[config.mk]
export PLATFORM = sky130hd
export DESIGN_NAME = mulaw_compander
export DESIGN_NICKNAME = d
export VERILOG_FILES = /design/src/rtl/mulaw_pkg.sv /design/src/rtl/mulaw_encoder.sv /design/src/rtl/mulaw_decoder.sv /design/src/rtl/mulaw_seq.sv /design/src/rtl/mulaw_compander.sv
export SDC_FILE = /design/constraint.sdc
export NUM_CORES = 1
export LEC_CHECK = 0
export BUFFER_PORTS_ARGS = -buffer_cell sky130_fd_sc_hd__clkbuf_2
export CORE_MARGIN = 4
export CORE_UTILIZATION = 57
export DETAILED_ROUTE_END_ITERATION = 8
export PLACE_DENSITY = 0.84
export SETUP_SLACK_MARGIN = 0.2
export SLEW_MARGIN = 20
export SYNTH_ARGS = -nofsm -noshare
export SYNTH_HDL_FRONTEND = slang
export SYNTH_SLANG_ARGS = --single-unit
[constraint.sdc]
create_clock -name clk -period 5.1 [get_ports clk]
set_input_delay 0.51 -clock clk [delete_from_list [all_inputs] [get_ports clk]]
set_output_delay 0.51 -clock clk [all_outputs]
set_load 0.01 [all_outputs]
[src/rtl/mulaw_pkg.sv]
package mulaw_pkg;
    localparam int LIN_W  = 16;
    localparam int CODE_W = 8;
    localparam int SEG_N  = 8;
    localparam int SEG_W  = $clog2(SEG_N);
    localparam int MAN_W  = 4;
    localparam int CLIP   = 8158;
    localparam int ENC_BIAS = 33;
    localparam int DEC_BIAS = 132;

    localparam int CFG_OFS = 0;
    localparam int LO_OFS  = 1;
    localparam int HI_OFS  = 2;

    typedef enum logic [1:0] {
        ST_IDLE,
        ST_SQUEEZE,
        ST_STRETCH
    } cnv_state_t;
endpackage

[src/rtl/mulaw_encoder.sv]
module mulaw_encoder
    import mulaw_pkg::*;
(
    input  logic [LIN_W-1:0]  lin,
    output logic [CODE_W-1:0] code
);
    localparam int MAG_W = SEG_N + 5;

    logic [LIN_W-1:0] scaled;
    logic [LIN_W-1:0] mag;
    logic [MAG_W-1:0] clipped;
    logic [MAG_W-1:0] biased;
    logic [MAG_W-1:0] shifted;
    logic [SEG_W-1:0] seg;

    always_comb begin
        scaled  = LIN_W'($signed(lin) >>> 2);
        mag     = lin[LIN_W-1] ? (LIN_W'(0) - scaled) : scaled;
        clipped = (mag > LIN_W'(CLIP)) ? MAG_W'(CLIP) : mag[MAG_W-1:0];
        biased  = clipped + MAG_W'(ENC_BIAS);
        seg     = '0;
        for (int i = 0; i < SEG_N; i++) begin
            if (biased[i+5]) seg = SEG_W'(i);
        end
        shifted = biased >> (seg + 4'd1);
        code    = ~{lin[LIN_W-1], seg, shifted[MAN_W-1:0]};
    end
endmodule

[src/rtl/mulaw_decoder.sv]
module mulaw_decoder
    import mulaw_pkg::*;
(
    input  logic [CODE_W-1:0] code,
    output logic [LIN_W-1:0]  lin
);
    logic [CODE_W-1:0] c;
    logic [LIN_W-1:0]  step;
    logic [LIN_W-1:0]  mag;

    always_comb begin
        c    = ~code;
        step = (LIN_W'({c[MAN_W-1:0], 3'b000}) + LIN_W'(DEC_BIAS)) << c[6:4];
        mag  = step - LIN_W'(DEC_BIAS);
        lin  = c[CODE_W-1] ? (LIN_W'(0) - mag) : mag;
    end
endmodule

[src/rtl/mulaw_seq.sv]
module mulaw_seq
    import mulaw_pkg::*;
(
    input  logic       clk,
    input  logic       rst_n,
    input  logic       start_sq,
    input  logic       start_st,
    output cnv_state_t state,
    output logic       busy
);
    cnv_state_t nxt;

    always_comb begin
        nxt = state;
        unique case (state)
            ST_IDLE: begin
                if (start_sq)      nxt = ST_SQUEEZE;
                else if (start_st) nxt = ST_STRETCH;
            end
            ST_SQUEEZE: nxt = ST_IDLE;
            ST_STRETCH: nxt = ST_IDLE;
            default:    nxt = ST_IDLE;
        endcase
    end

    always_ff @(posedge clk or negedge rst_n) begin
        if (!rst_n) state <= ST_IDLE;
        else        state <= nxt;
    end

    always_comb busy = (state != ST_IDLE);


    busy_single_cycle_chk: assert property (@(posedge clk) disable iff (!rst_n)
        busy |=> !busy);

    squeeze_entry_chk: assert property (@(posedge clk) disable iff (!rst_n)
        start_sq |=> (state == ST_SQUEEZE));

    stretch_entry_chk: assert property (@(posedge clk) disable iff (!rst_n)
        start_st |=> (state == ST_STRETCH));
endmodule

[src/rtl/mulaw_compander.sv]
module mulaw_compander
    import mulaw_pkg::*;
#(
    parameter int ADDR_W = 2
) (
    input  logic              clk,
    input  logic              rst_n,
    input  logic [ADDR_W-1:0] bus_addr,
    input  logic              bus_wr,
    input  logic [7:0]        bus_wdata,
    input  logic              bus_rd,
    output logic [7:0]        bus_rdata
);
    localparam logic [ADDR_W-1:0] A_CFG = ADDR_W'(CFG_OFS);
    localparam logic [ADDR_W-1:0] A_LO  = ADDR_W'(LO_OFS);
    localparam logic [ADDR_W-1:0] A_HI  = ADDR_W'(HI_OFS);

    logic       en_q, sq_q, st_q, stereo_q, wide_q;
    logic [7:0] lo_q, hi_q;
    logic       sq_sel, st_sel, hi_wr, lo_wr, start_sq, start_st, busy;
    logic [CODE_W-1:0] enc_code;
    logic [LIN_W-1:0]  dec_lin;
    cnv_state_t        state;

    always_comb begin
        sq_sel   = !en_q && sq_q && !st_q;
        st_sel   = !en_q && st_q && !sq_q;
        hi_wr    = bus_wr && (bus_addr == A_HI) && !busy;
        lo_wr    = bus_wr && (bus_addr == A_LO) && !busy;
        start_sq = hi_wr && sq_sel;
        start_st = hi_wr && st_sel;
    end

    mulaw_seq u_seq (
        .clk      (clk),
        .rst_n    (rst_n),
        .start_sq (start_sq),
        .start_st (start_st),
        .state    (state),
        .busy     (busy)
    );

    mulaw_encoder u_enc (
        .lin  ({hi_q, lo_q}),
        .code (enc_code)
    );

    mulaw_decoder u_dec (
        .code (hi_q),
        .lin  (dec_lin)
    );

    always_ff @(posedge clk or negedge rst_n) begin
        if (!rst_n) begin
            en_q     <= 1'b0;
            sq_q     <= 1'b0;
            st_q     <= 1'b0;
            stereo_q <= 1'b1;
            wide_q   <= 1'b1;
        end else if (bus_wr && (bus_addr == A_CFG)) begin
            en_q     <= bus_wdata[0];
            sq_q     <= bus_wdata[1];
            st_q     <= bus_wdata[2];
            stereo_q <= bus_wdata[4];
            wide_q   <= bus_wdata[5];
        end
    end

    always_ff @(posedge clk or negedge rst_n) begin
        if (!rst_n) begin
            lo_q <= '0;
            hi_q <= '0;
        end else begin
            unique case (state)
                ST_IDLE: begin
                    if (lo_wr) lo_q <= bus_wdata;
                    if (hi_wr) hi_q <= bus_wdata;
                end
                ST_SQUEEZE: hi_q <= enc_code;
                ST_STRETCH: {hi_q, lo_q} <= dec_lin;
                default: ;
            endcase
        end
    end

    always_comb begin
        bus_rdata = '0;
        if (bus_rd) begin
            if (bus_addr == A_CFG)
                bus_rdata = {2'b00, wide_q, stereo_q, busy, st_q, sq_q, en_q};
            else if (bus_addr == A_LO)
                bus_rdata = lo_q;
            else if (bus_addr == A_HI)
                bus_rdata = hi_q;
        end
    end


    raw_store_chk: assert property (@(posedge clk) disable iff (!rst_n)
        (hi_wr && !sq_sel && !st_sel) |=> (!busy && hi_q == $past(bus_wdata)));

    raw_visible_chk: assert property (@(posedge clk) disable iff (!rst_n)
        (start_sq || start_st) |=> (busy && hi_q == $past(bus_wdata)));

    low_kept_chk: assert property (@(posedge clk) disable iff (!rst_n)
        (state == ST_SQUEEZE) |=> (lo_q == $past(lo_q)));

    busy_write_drop_chk: assert property (@(posedge clk) disable iff (!rst_n)
        (busy && bus_wr && bus_addr == A_HI) |=> !busy);
endmodule

* After elaboration in Yosys (flattened, before gate mapping) *
Cells that the tools add are included.

word-level totals
  bits of input ports = 14
  output and inout port bits = 8
  register bits = 23
  logic and storage cells = 69

operators by class
  eq/ne operators = 7
  add/subtract/negate cells = 6
  bitwise logic cells = 2
  muxes and demuxes = 21
  reduce and logical (&&, ||, !) cells = 22
  shifts and indexed selects = 2
  magnitude comparators = 1

operators by type and width
  cell                   count
  $mux 8                 6
  $mux 16                2
  $pmux 8 s3             1
  $mux 3                 6
  $gt 16x13->1 const B   1
  $not 8->8              2
  $pmux 8 s2             1
  $shl 16x3->16          1
  $sub 1x16->16 const A  1
  $sub 16x8->16 const B  1
  $sub 1x14->15 const A  1
  $add 13x6->13 const B  1
  $mux 13                1
  $shr 13x4->4           1
  $logic_and 1x1->1      11
  $add 7x8->9 const B    1
  $mux 2                 3
  $add 3x1->4 const B    1
  $eq 2x1->1 const B     2
  $eq 2x2->1 const B     2
  $logic_not 1->1        4
  $logic_not 2->1        2
  $ne 2x2->1 const B     2
  $reduce_and 2->1       2
  4 further kinds        5

* Depth between registers and ports, before layout *
  depth after elaboration = 16
  depth in mapped cells = 23
  gate-level depth less buffers = 18

* By module *
From an unflattened synthesis, not the netlist that was laid out.

second synthesis, totals
  cells, all modules = 445
  area total of the unflattened synthesis = 3711.1 um^2

by module, submodules not included
  module           instances  cells an instance  sequential area each (um^2)  area each (um^2)
  mulaw_compander  1          125                528.0                        1375.1
  mulaw_encoder    1          182                0.0                          1341.3
  mulaw_decoder    1          133                0.0                          915.9
  mulaw_seq        1          5                  50.0                         78.8

* Least setup slack after synthesis *
OpenSTA, ideal clock, no wires.

  path kind = reg2reg
  start point = register lo_q[2]
  end point = register hi_q[5]
  stages on the path, launching flop included = 23
  path slack = 0.273 ns
  data required time = 4.975 ns
  arrival time = 4.702 ns
  path buffers = 4
  setup time = 0.125 ns
  clock period less this slack = 4.827 ns
  cell sequence = dfrtp_1 > buf_2 > inv_1 > ha_1 > o21bai_1 > a2111oi_1 > o32ai_2 > or2_1 > o31a_1 > buf_6 > o211ai_1 > ha_1 > clkbuf_1 > nand4b_1 > a211oi_1 > xnor2_1 > a311oi_2 > or3_1 > buf_4 > inv_2 > a221oi_2 > nor2_1 > mux2_2

between the ends
  cells in the longest elaborated chain, start to end = 13

RTL lines
  element                 line                   RTL
  start, declared         mulaw_compander.sv:19  logic [7:0] lo_q, hi_q;
  start signal, assigned  mulaw_compander.sv:76  if (lo_wr) lo_q <= bus_wdata;
  start signal, assigned  mulaw_compander.sv:80  ST_STRETCH: {hi_q, lo_q} <= dec_lin;
  $sub 1x14->15           mulaw_encoder.sv:18    mag = lin[LIN_W-1] ? (LIN_W'(0) - scaled) : scaled;
  $mux 16 *               mulaw_encoder.sv:18
  $gt 16x13->1            mulaw_encoder.sv:19    clipped = (mag > LIN_W'(CLIP)) ? MAG_W'(CLIP) : mag[MAG_W-1:0];
  $mux 13 *               mulaw_encoder.sv:19
  $add 13x6->13 *         mulaw_encoder.sv:20    biased = clipped + MAG_W'(ENC_BIAS);
  $mux 3 (5 in a row)     mulaw_encoder.sv:23    if (biased[i+5]) seg = SEG_W'(i);
  $mux 3 *                mulaw_encoder.sv:23
  $not 8->8 *             mulaw_encoder.sv:26    code = ~{lin[LIN_W-1], seg, shifted[MAN_W-1:0]};
  $pmux 8 s3 *            mulaw_compander.sv:74  unique case (state)
  end signal, assigned    mulaw_compander.sv:77  if (hi_wr) hi_q <= bus_wdata;
  end signal, assigned    mulaw_compander.sv:79  ST_SQUEEZE: hi_q <= enc_code;
  end signal, assigned    mulaw_compander.sv:80
  end, declared           mulaw_compander.sv:19

Every way passes the cells marked *; elsewhere a longest branch is shown, timed or not.
A chain may end at the register's enable or synchronous reset.

* Final worst setup path *
  start point = register lo_q[4]
  end point = register hi_q[5]

Same word-level chain as after synthesis.

==> key figures <==
Global route
  • Number of global-route vias before repair: 3357
  • Antenna violations before repair: 0
  • Remaining global-route overflow: 0
  • Wire length of the first global-routing pass: 16.2 mm
  • Largest net degree at the start of global routing: 24
  • Tot GR Track Use: 26.8%

Synthesis
  • Biggest area consumer among synthesized cells: dfrtp_1
  • Sequential fraction of the synthesis area: 16.8%
  • Yosys top cell area share: 15.3%
  • Total number of yosys warnings: 0
  • Most used DFF post-synth: dfrtp_1
  • Cell count after synthesis: 447
  • EDFF count, synth: 0
  • Post-Syn Nets: 471
  • Asr flop ratio synth: 100%
  • Yosys reg bits: 23
  • Syn Std Cell Area: 0.00344 sq mm
  • Post-synthesis average cell area: 7.70 sq um
  • Post-synth cell types: 81
  • Area contributors post-synth: dfrtp_1 15%, xnor2_1 5.9%, mux2i_1 4.7%

Worst setup path
  • Startpoint Class: flip-flop
  • Worst R2R Start: lo_q[4]$_DFFE_PN0P_
  • CP delay by family, top: compound AO/OA/AOI/OAI gates
  • Critical Path Slowest Stage Cell: or4_4
  • Critical Path Fanout Max: 9
  • Setup crit end kind: flip-flop
  • Crit Path Class: reg -> reg
  • Reg2reg setup slack: 0.37 ns
  • Worst path max stage delay: 0.62 ns
  • CP required: 5.25 ns
  • Worst path buffer plus inverter count: 2
  • R2R cell count: 17
  • Worst R2R End: hi_q[5]$_DFFE_PN0P_
  • Worst EP arrival: 4.88 ns
  • Worst path cell trace: or4_4 -> o41ai_4 -> xnor2_2 -> o211ai_2 -> o31a_1 -> o211ai_1 -> ha_1 -> nand4b_1 -> buf_4 -> a211oi_4 -> xnor2_1 -> a311oi_2 -> or3_4 -> inv_2 -> a221oi_2 -> nor2_1 -> mux2_2

Floorplanning
  • Die footprint: 0.00735 sq mm
  • Core ar.: 0.00589 sq mm
  • Die X: 85.7 um
  • DIE HEIGHT: 85.7 um
  • Row cnt: 28
  • Starting density of the core: 58.5%
  • # IOs: 22

Timing
  • Maximum clock frequency: 211 MHz
  • Max-slew violations: 0
  • RSZ-0062 raised after global routing: false
  • Setup Viol. Count Final: 0
  • Setup TNS: 0 ns
  • Setup WS post-layout: 0.369 ns
  • Worst Skew: 0.00482 ns
  • Final min period: 4.73 ns
  • Slew headroom: 39.8%
  • Slew @ Worst Pin: 0.897 ns
  • Final number of hold-violating endpoints: 0
  • Period utilization: 92.8%

Layout
  • P&R area growth vs syn: 9.67%
  • Post-Layout Cell Count: 534
  • Design Area, Final: 0.00378 sq mm
  • Antenna fix cells: 0
  • Fillers: 510
  • Layout Nets: 484
  • Share of layout cells above drive strength 1: 19.8%

Placed design
  • Port-buffer cells: 21
  • Post-Place Cells: 524
  • Hpwl dp: 7.53 mm
  • Pre-CTS WS: 0.155 ns
  • Routability congestion estimate: 1.05
  • Dpl cell area: 0.00359 sq mm

CTS
  • Worst-path clk slew: 0.08 ns
  • TritonCTS clock tree: yes
  • Root buffer cell: clkbuf_8
  • Clk Latency, worst-skew pair: 0.26 ns
  • Clk buf depth: 2
  • CTS buffer count: 3
  • Clock sink total: 23
  • H-tree depth: 1

Run status
  • Outcome: finished clean

Detailed routing
  • DRC: 0
  • Routed WL: 10.1 mm
  • Via/cell ratio: 6.71
  • DRT iter0 DRCs: 196
  • Post-route ant nets: 0
  • Number of detailed-route iterations in the first pass: 7
  • Via Count: 3584
  • WL/cell: 19.0 um

Job
  • Max-cap viol count: 0

Worst hold path
  • Hold WC Path Type: in -> async
[worst max-delay path by stage]
stage	from	end	slack (ns)	cells past startpoint
6_report	lo_q[4]$_DFFE_PN0P_	hi_q[5]$_DFFE_PN0P_	0.37	17
2_1_floorplan	lo_q[2]$_DFFE_PN0P_	hi_q[5]$_DFFE_PN0P_	0.27	22
5_1_grt	lo_q[4]$_DFFE_PN0P_	hi_q[5]$_DFFE_PN0P_	0.18	17
4_1_cts	lo_q[4]$_DFFE_PN0P_	hi_q[0]$_DFFE_PN0P_	0.24	15
3_5_place_dp	lo_q[4]$_DFFE_PN0P_	hi_q[0]$_DFFE_PN0P_	0.16	15
3_3_place_gp	lo_q[4]$_DFFE_PN0P_	hi_q[5]$_DFFE_PN0P_	0.30	16
[routing by layer]
layer,part of all wire [%],vias up,GRT usage (%)
li1,-,1673,-
met1,41,1680,35.6
met2,48,200,45.6
met3,8.0,31,2.59
met4,3.2,0,8.92
met5,0,-,0
[synth_stat cells, types with 10 or more instances]
cell type / instances
o21ai_0: 23
ha_1: 10
and2_1: 10
xnor2_1: 23
xor2_1: 14
nor3_1: 13
clkbuf_1: 18
nor2_1: 36
a21oi_1: 16
mux2i_1: 16
buf_2: 12
inv_1: 15
nor2b_1: 13
dfrtp_1: 21
nand2_1: 37
nand3_1: 14
[final cells by class]
class                      count  area (sq um)  share of cell area, %
sequential                    23           582                   15.4
clock buffer                   4          45.0                   1.19
tap                           75          93.8                   2.49
multi-input combinational    373          2730                   72.3
timing repair buffer          42           263                   6.96
inverter                      17          63.8                   1.69
[cells in the final DEF (no fill, tap or decap), types with 3 or more instances in the layout]
| cell type | synthesis | layout |
|---|---|---|
| a41o_1 | 3 | 3 |
| or2_2 | 3 | 3 |
| a31oi_1 | 8 | 8 |
| or3_1 | 5 | 4 |
| nand2_1 | 37 | 37 |
| o31ai_1 | 5 | 5 |
| nor3_1 | 13 | 13 |
| and3_1 | 4 | 4 |
| nor2b_1 | 13 | 13 |
| clkbuf_2 | 0 | 21 |
| nor3b_1 | 3 | 3 |
| mux2_2 | 9 | 9 |
| nand2b_1 | 6 | 6 |
| nand3_1 | 14 | 14 |
| o21ai_1 | 5 | 5 |
| a21oi_1 | 16 | 15 |
| a221oi_1 | 4 | 4 |
| buf_4 | 1 | 21 |
| nand4b_1 | 3 | 3 |
| nor2_1 | 36 | 36 |
| nand4_1 | 4 | 4 |
| o22ai_1 | 6 | 6 |
| clkbuf_8 | 0 | 3 |
| ha_1 | 10 | 10 |
| a22oi_1 | 5 | 5 |
| o2111ai_1 | 3 | 3 |
| o211ai_1 | 9 | 9 |
| dfrtp_1 | 21 | 18 |
| xnor2_1 | 23 | 21 |
| and2_1 | 10 | 10 |
| nor4_1 | 3 | 3 |
| a21o_1 | 5 | 5 |
| dfrtp_2 | 0 | 3 |
| a211oi_1 | 5 | 3 |
| inv_1 | 15 | 15 |
| xor2_1 | 14 | 14 |
| o21ai_0 | 23 | 23 |
| mux2i_1 | 16 | 16 |
| a311oi_1 | 4 | 3 |
[through the flow]
| stage | hold WS (ns) | util [%] |
|---|---|---|
| 5_1_grt | 0.261 | 64.2 |
| 3_3_place_gp | 0.514 | 60.9 |
| 2_1_floorplan | 0.214 | - |
| 4_1_cts | 0.248 | 61.8 |
| 3_5_place_dp | 0.531 | 60.9 |
| 6_report | 0.231 | 64.2 |
[state kept, by name, summed over array words and instances (netlist names)]
| name | cells |
|---|---|
| u_seq.state | 2 |
| en_q | 1 |
| st_q | 1 |
| hi_q | 8 |
| wide_q | 1 |
| sq_q | 1 |
| lo_q | 8 |
| stereo_q | 1 |
[kinds of logic (layout without fill, tap and decap cells)]
family	after synthesis	count (layout)	synth area share [%]
buffers and inverters	51	63	6.76
AND/OR/NAND/NOR	167	167	25.8
multiplexers	25	25	7.59
AO/OA/AOI/OAI	132	132	29.0
XOR/XNOR	38	38	10.2
flip-flops	23	23	16.8
adder cells (fa/ha/maj)	11	11	3.92
[what timing repair did]
item,4_1_cts,5_1_grt
hold buffers,0,0
buffers inserted,0,6
pin swaps,0,4
endpoints found under the setup margin,2,7
resized for setup,2,16
Power is not shown: default switching activity piles up to over one toggle a cycle in this logic, so the estimate is an artifact.
